**src/rtl/tx_fs_pkg.sv**
```systemverilog
package tx_fs_pkg;

    // Angle scale for the rotator: 2^ANG_BITS units per full turn
    localparam int ANG_BITS = 20;

    typedef enum logic [1:0] {
        CS_IDLE,
        CS_ROTATE,
        CS_SCALE
    } cordic_state_e;

    localparam logic [1:0] MODE_DSB = 2'b00;
    localparam logic [1:0] MODE_SSB = 2'b01;

    // atan(2^-idx) expressed in 2^ANG_BITS units per turn
    function automatic int cordic_atan(input int idx);
        case (idx)
            0:       return 131072;
            1:       return 77376;
            2:       return 40884;
            3:       return 20753;
            4:       return 10417;
            5:       return 5213;
            6:       return 2607;
            7:       return 1304;
            8:       return 652;
            9:       return 326;
            10:      return 163;
            11:      return 81;
            12:      return 41;
            13:      return 20;
            14:      return 10;
            15:      return 5;
            default: return 0;
        endcase
    endfunction

endpackage

```
**src/rtl/tx_fs_phase_acc.sv**
```systemverilog
module tx_fs_phase_acc #(
    parameter int ACC_W = 24,
    parameter int PH_W  = 16
) (
    input  logic             clk,
    input  logic             rst_n,
    input  logic             advance,
    input  logic [ACC_W-1:0] step,
    output logic [PH_W-1:0]  phase
);

    logic [ACC_W-1:0] acc;

    always_ff @(posedge clk or negedge rst_n) begin
        if (!rst_n) begin
            acc <= '0;
        end else if (advance) begin
            acc <= acc + step;
        end
    end

    assign phase = acc[ACC_W-1 -: PH_W];

endmodule

```
**src/rtl/tx_fs_cordic.sv**
```systemverilog
module tx_fs_cordic
    import tx_fs_pkg::*;
#(
    parameter int DW    = 12,
    parameter int PH_W  = 16,
    parameter int ITER  = 16,
    parameter int GUARD = 2,
    parameter int FRAC  = 4,
    parameter int XW    = DW + GUARD + FRAC
) (
    input  logic                 clk,
    input  logic                 rst_n,
    input  logic                 start,
    input  logic [DW-1:0]        in_i,
    input  logic [DW-1:0]        in_q,
    input  logic [PH_W-1:0]      phase,
    output logic                 busy,
    output logic                 res_valid,
    output logic signed [XW-1:0] res_x
);

    localparam int ZW   = ANG_BITS + 1;
    localparam int IT_W = $clog2(ITER);

    cordic_state_e state, state_nx;

    logic signed [XW-1:0] x, y, px, py, xi, yi;
    logic signed [ZW-1:0] z, z0, atan_z;
    logic [IT_W-1:0]      it;

    assign xi = {{GUARD{in_i[DW-1]}}, in_i, {FRAC{1'b0}}};
    assign yi = {{GUARD{in_q[DW-1]}}, in_q, {FRAC{1'b0}}};

    // Quadrant pre-rotation by a multiple of 90 degrees
    always_comb begin
        case (phase[PH_W-1 -: 2])
            2'd0:    begin px = xi;  py = yi;  end
            2'd1:    begin px = -yi; py = xi;  end
            2'd2:    begin px = -xi; py = -yi; end
            default: begin px = yi;  py = -xi; end
        endcase
    end

    assign z0     = {{(ZW - ANG_BITS + 2){1'b0}}, phase[PH_W-3:0], {(ANG_BITS - PH_W){1'b0}}};
    assign atan_z = ZW'(cordic_atan(int'(it)));

    // State register
    always_ff @(posedge clk or negedge rst_n) begin
        if (!rst_n) state <= CS_IDLE;
        else        state <= state_nx;
    end

    always_comb begin
        state_nx = state;
        unique case (state)
            CS_IDLE:   if (start) state_nx = CS_ROTATE;
            CS_ROTATE: if (it == IT_W'(ITER - 1)) state_nx = CS_SCALE;
            CS_SCALE:  state_nx = CS_IDLE;
            default:   state_nx = CS_IDLE;
        endcase
    end

    // Datapath
    always_ff @(posedge clk or negedge rst_n) begin
        if (!rst_n) begin
            x  <= '0;
            y  <= '0;
            z  <= '0;
            it <= '0;
        end else begin
            case (state)
                CS_IDLE: begin
                    if (start) begin
                        x  <= px;
                        y  <= py;
                        z  <= z0;
                        it <= '0;
                    end
                end
                CS_ROTATE: begin
                    if (!z[ZW-1]) begin
                        x <= x - (y >>> it);
                        y <= y + (x >>> it);
                        z <= z - atan_z;
                    end else begin
                        x <= x + (y >>> it);
                        y <= y - (x >>> it);
                        z <= z + atan_z;
                    end
                    it <= it + 1'b1;
                end
                default: ;
            endcase
        end
    end

    // Outputs
    always_comb begin
        busy      = (state != CS_IDLE);
        res_valid = (state == CS_SCALE);
        res_x     = x;
    end

    AST_SCALE_AFTER_ROTATE: assert property (@(posedge clk) disable iff (!rst_n)
        (state == CS_SCALE) |-> ($past(state) == CS_ROTATE))
        else $error("scale entered from wrong state");

    AST_SINGLE_RESULT: assert property (@(posedge clk) disable iff (!rst_n)
        res_valid |=> !res_valid)
        else $error("result strobe longer than one cycle");

endmodule

```
**src/rtl/tx_fs_out_stage.sv**
```systemverilog
module tx_fs_out_stage #(
    parameter int DW       = 12,
    parameter int XW       = 18,
    parameter int FRAC     = 4,
    parameter int GAIN_Q   = 15,
    parameter int GAIN_INV = 19899,
    parameter int DLY_W    = 6
) (
    input  logic                 clk,
    input  logic                 rst_n,
    input  logic                 res_valid,
    input  logic signed [XW-1:0] res_x,
    input  logic                 bypass_en,
    input  logic                 bypass_bit,
    input  logic [DLY_W-1:0]     sign_dly,
    output logic [DW-1:0]        dac_data,
    output logic                 dac_valid,
    output logic                 sign_out
);

    localparam int PW    = XW + GAIN_Q + 2;
    localparam int SH    = GAIN_Q + FRAC;
    localparam int DLY_N = 2 ** DLY_W - 1;

    localparam logic signed [PW-1:0] GAIN_S = PW'(GAIN_INV);
    localparam logic signed [PW-1:0] RND    = {{(PW - SH){1'b0}}, 1'b1, {(SH - 1){1'b0}}};
    localparam logic signed [PW-1:0] SAT_HI = PW'(2 ** (DW - 1) - 1);
    localparam logic signed [PW-1:0] SAT_LO = PW'(-(2 ** (DW - 1)));
    localparam logic [DW-1:0] WORD_POS = {1'b0, {(DW - 1){1'b1}}};
    localparam logic [DW-1:0] WORD_NEG = {1'b1, {(DW - 1){1'b0}}};

    logic signed [PW-1:0] prod, scaled;
    logic [DW-1:0]        sat_word, word_nx;
    logic                 load;
    logic [DLY_N-1:0]     sr;

    assign prod   = PW'(res_x) * GAIN_S;
    assign scaled = (prod + RND) >>> SH;

    always_comb begin
        if (scaled > SAT_HI)      sat_word = WORD_POS;
        else if (scaled < SAT_LO) sat_word = WORD_NEG;
        else                      sat_word = scaled[DW-1:0];
    end

    assign load    = bypass_en | res_valid;
    assign word_nx = bypass_en ? (bypass_bit ? WORD_POS : WORD_NEG) : sat_word;

    always_ff @(posedge clk or negedge rst_n) begin
        if (!rst_n) begin
            dac_data  <= '0;
            dac_valid <= 1'b0;
            sr        <= '0;
        end else begin
            dac_valid <= load;
            if (load) begin
                dac_data <= word_nx;
                sr       <= {sr[DLY_N-2:0], dac_data[DW-1]};
            end
        end
    end

    assign sign_out = (sign_dly == '0) ? dac_data[DW-1] : sr[sign_dly - DLY_W'(1)];

    AST_BYPASS_WORD: assert property (@(posedge clk) disable iff (!rst_n)
        bypass_en |=> dac_valid && (dac_data == ($past(bypass_bit) ? WORD_POS : WORD_NEG)))
        else $error("bypass word wrong");

    AST_SAT_HIGH: assert property (@(posedge clk) disable iff (!rst_n)
        (res_valid && !bypass_en && (scaled > SAT_HI)) |=> (dac_data == WORD_POS))
        else $error("positive clamp missing");

    AST_SAT_LOW: assert property (@(posedge clk) disable iff (!rst_n)
        (res_valid && !bypass_en && (scaled < SAT_LO)) |=> (dac_data == WORD_NEG))
        else $error("negative clamp missing");

endmodule

```
**src/rtl/tx_freq_shift.sv**
```systemverilog
module tx_freq_shift
    import tx_fs_pkg::*;
#(
    parameter int DW     = 12,
    parameter int ACC_W  = 24,
    parameter int PH_W   = 16,
    parameter int ITER   = 16,
    parameter int GUARD  = 2,
    parameter int FRAC   = 4,
    parameter int DLY_W  = 6
) (
    input  logic             clk,
    input  logic             rst_n,
    input  logic             in_valid,
    input  logic [DW-1:0]    in_i,
    input  logic [DW-1:0]    in_q,
    input  logic [ACC_W-1:0] freq_word,
    input  logic [1:0]       mode,
    input  logic             bypass_bit,
    input  logic [DLY_W-1:0] sign_dly,
    output logic [DW-1:0]    dac_data,
    output logic             dac_valid,
    output logic             sign_out
);

    localparam int XW = DW + GUARD + FRAC;

    logic              busy, accept, res_valid, bypass_en;
    logic [PH_W-1:0]   phase;
    logic [DW-1:0]     q_eff;
    logic signed [XW-1:0] res_x;

    assign bypass_en = mode[1];
    assign accept    = in_valid & ~busy & ~bypass_en;
    assign q_eff     = (mode == MODE_SSB) ? in_q : '0;

    tx_fs_phase_acc #(.ACC_W(ACC_W), .PH_W(PH_W)) u_acc (
        .clk     (clk),
        .rst_n   (rst_n),
        .advance (accept),
        .step    (freq_word),
        .phase   (phase)
    );

    tx_fs_cordic #(
        .DW(DW), .PH_W(PH_W), .ITER(ITER), .GUARD(GUARD), .FRAC(FRAC), .XW(XW)
    ) u_cordic (
        .clk       (clk),
        .rst_n     (rst_n),
        .start     (accept),
        .in_i      (in_i),
        .in_q      (q_eff),
        .phase     (phase),
        .busy      (busy),
        .res_valid (res_valid),
        .res_x     (res_x)
    );

    tx_fs_out_stage #(
        .DW(DW), .XW(XW), .FRAC(FRAC), .DLY_W(DLY_W)
    ) u_out (
        .clk        (clk),
        .rst_n      (rst_n),
        .res_valid  (res_valid),
        .res_x      (res_x),
        .bypass_en  (bypass_en),
        .bypass_bit (bypass_bit),
        .sign_dly   (sign_dly),
        .dac_data   (dac_data),
        .dac_valid  (dac_valid),
        .sign_out   (sign_out)
    );

    AST_PHASE_HOLD: assert property (@(posedge clk) disable iff (!rst_n)
        !accept |=> $stable(phase))
        else $error("phase moved without an accepted sample");

endmodule

```
**config.mk**
```make
export PLATFORM = sky130hd
export DESIGN_NAME = tx_freq_shift
export DESIGN_NICKNAME = d
export VERILOG_FILES = /design/src/rtl/tx_fs_pkg.sv /design/src/rtl/tx_fs_phase_acc.sv /design/src/rtl/tx_fs_cordic.sv /design/src/rtl/tx_fs_out_stage.sv /design/src/rtl/tx_freq_shift.sv
export SDC_FILE = /design/constraint.sdc
export NUM_CORES = 1
export LEC_CHECK = 0
export BUFFER_PORTS_ARGS = -buffer_cell sky130_fd_sc_hd__buf_4
export CAP_MARGIN = 20
export CELL_PAD_IN_SITES_DETAIL_PLACEMENT = 1
export CELL_PAD_IN_SITES_GLOBAL_PLACEMENT = 1
export CORE_MARGIN = 4
export CORE_UTILIZATION = 50
export DETAILED_ROUTE_END_ITERATION = 8
export GPL_ROUTABILITY_DRIVEN = 0
export PLACE_DENSITY = 0.85
export SLEW_MARGIN = 10
export SYNTH_ARGS = -nofsm -noshare
export SYNTH_HDL_FRONTEND = slang
export SYNTH_SLANG_ARGS = --single-unit
```
**constraint.sdc**
```tcl
create_clock -name clk -period 10.23 [get_ports clk]
set_input_delay 2.046 -clock clk [delete_from_list [all_inputs] [get_ports clk]]
set_output_delay 2.046 -clock clk [all_outputs]
set_load 0.03 [all_outputs]
```
==> out/results.txt <==
status: finished, final reports clean
drt pass-1 iters: 5
most common cell in the synthesized netlist: nand2_1
Cell variety after synth: 89
final setup vio count: 0
synth cell count leaders: nand2_1 (359), inv_1 (276), ha_1 (233), dfrtp_1 (163), o21ai_0 (137)
startpoint types: flip-flop
core footprint: 0.0412 mm²
fraction of layout cells with a size suffix above 1: 9.62%
Slew @ Worst Pin: 1120 ps
CP startpoint: u_cordic.res_x[6]$_DFFE_PN0P_
Post-Route WL: 63.5 mm
WP data arrival: 7560 ps
Worst-Skew Late Latency: 490 ps
TritonCTS clock tree: built
# diodes: 0
H-Tree Depth: 4
Hold WC Path Type: reg -> reg
Worst-path clk slew: 70 ps
routed wl met3: 2.98 mm
sequential area share after synthesis: 19.4%
first-pass GRT wire length: 103 mm
Congestion Overflow GR: 0
critical path class: reg -> reg
PortBufs: 73
Max clock buf depth: 2
I/O pins: 74
Critical Path RT: 10570 ps
clock tree root buffer cell: clkbuf_16
final routed DRC violation total: 0
share of the synthesized area in the top cell type: 19.4%
hpwl dp: 48.0 mm
full die area: 0.0455 mm²
starting density of the core: 51.1%
syn_area_per_cell: 8.72 µm²
fin crit share: 70.6%
highest metal used: met4
largest net degree at the start of global routing: 98
Synth Flop Type: dfrtp_1
area leader, netlist: dfrtp_1
Max FO, Critical Path: 13
YS warnings: 0
met2 WL: 31.5 mm
Cells after Synth: 2417
final net count: 2844
setup TNS: 0 ps
1st-iter DRT viols: 1353
via/cell ratio: 6.23
gr usage total: 28.2%
Synth area leaders: dfrtp_1 (19%), ha_1 (14%), fa_1 (12%), nand2_1 (6.4%), mux4_2 (5.8%)
total clock sinks: 163
fin. max-slew vios: 0
die height: 213 µm
initial antenna violation count: 0
Final Util: 54.7%
Cell Area, Synth: 0.0211 mm²
WHS: 481 ps
remaining antenna violation count: 0
M1 WL: 27.0 mm
CTS Hold Buffers Added: 0
via count: 18.5k
register area: 0.00408 mm²
flops & latches, synth: 163
CTS Buf Count: 17
Post-synth EDFFs: 0
syn_nets: 2841
CP Capture Type: flip-flop
final worst path period need: 7220 ps
area growth from synthesis to layout: 6.95%
Die Wd: 213 µm
number of global-route vias before repair: 19.6k
postcts setup bufs: 0
# fillers: 4847
RSZ-0062 raised after global routing: no
max-cap check violation count: 0
Rows: 74
drt wl/cell: 21.4 µm
Slew HR: 23.2%
fmax: 138 MHz
HP Start: u_acc.acc[0]$_DFFE_PN0P_
reg2reg start: u_cordic.res_x[6]$_DFFE_PN0P_
endpoints failing hold: 0
asr flop ratio synth: 100%
area of the multi-input gates: 0.0154 mm²
post-cts resize count: 0
clk_skew: 15.4 ps
[flip-flops by register name, indices dropped and copies added (netlist names)]
| signal | flops |
|---|---|
| u_cordic.state | 2 |
| u_cordic.y | 18 |
| u_out.sr | 63 |
| u_out.dac_data | 12 |
| u_acc.acc | 24 |
| u_cordic.res_x | 18 |
| u_cordic.it | 4 |
| u_cordic.z | 21 |
| u_out.dac_valid | 1 |
[through the flow]
stage	setup WS, ps	std cells	instance area, µm²
final	3010	2965	22500
after global routing	2690	2965	22500
after CTS	3020	2964	22500
after detailed placement	3020	2932	21900
after global placement	3220	2931	21900
after floorplan	2960	2417	21100
[worst paths after layout]
check                                                endpoint  slack [ps]  cells past startpoint
worst max-delay path            u_out.dac_data[2]$_DFFE_PN0P_        3010                     20
worst min-delay path                 u_acc.acc[0]$_DFFE_PN0P_         480                      2
worst max register to register  u_out.dac_data[2]$_DFFE_PN0P_        3010                     20
worst min register to register       u_acc.acc[0]$_DFFE_PN0P_         480                      2
max in group asynchronous           u_acc.acc[22]$_DFFE_PN0P_        7340                      3
min in group asynchronous       u_out.dac_data[2]$_DFFE_PN0P_        1620                      1
[cell families (layout without fill, tap and decap cells)]
group                      count (synthesis)  count (layout)  share of synthesized area (%)
buffers and inverters                    390             406                           7.71
AOI/OAI and AO/OA                        540             540                           16.5
DFF                                      163             163                           19.4
muxes                                    110             110                           9.23
and+or+nand+nor                          720             720                           15.6
adders and majority gates                364             364                           26.3
xor gates and xnor gates                 130             130                           5.40
[layout by cell type (no fill, tap or decap), types with 9 or more instances in the layout]
master	count
nand2_1	359
inv_1	275
ha_1	233
dfrtp_1	160
o21ai_0	137
a21oi_1	133
fa_1	131
nor2_1	128
buf_4	90
xnor2_1	72
xor2_1	58
mux4_2	54
nand3_1	43
nor3_1	41
a211oi_1	35
a31oi_1	32
mux2i_1	30
a21o_1	25
nand2b_1	23
o21a_1	22
nor2b_1	21
and3_1	19
or3_1	19
clkbuf_16	17
mux2_2	16
o22ai_1	16
o211ai_1	14
o31ai_1	13
o21bai_1	10
mux4_1	9
or2_2	9
a221oi_1	9
a22oi_1	9
or4_1	9
a2111oi_0	9
[cell type report]
type / instances / share of cell area (%)
clock buffer: 17 / 1.89
clock inverter: 15 / 0.800
inverter: 281 / 4.68
multi-input combinational: 1864 / 68.3
sequential: 163 / 18.1
tap: 532 / 2.95
timing repair buffer: 93 / 3.22
[critical path, stage by stage, from the launching register on]
cell       delay [ps]
dfrtp_1           800
ha_1              440
xnor2_1           300
nor2b_1           140
a21oi_1           270
fa_1              470
inv_1             110
fa_1              450
fa_1              540
inv_1              50
fa_1              530
inv_1              40
ha_1              330
nand2_1            80
o21ai_0           520
o2111ai_1         300
a21oi_1           570
o2111a_1          270
nor3_1             70
o21ai_1           570
o22ai_1           200
[per-layer routing]
layer,vias to the layer above,GRT usage [%]
li1,8442,-
met1,9369,36.6
met2,526,48.5
met3,140,4.08
met4,0,9.82
met5,-,0
Power is not shown: default switching activity piles up to over one toggle a cycle in this logic, so the estimate is an artifact.
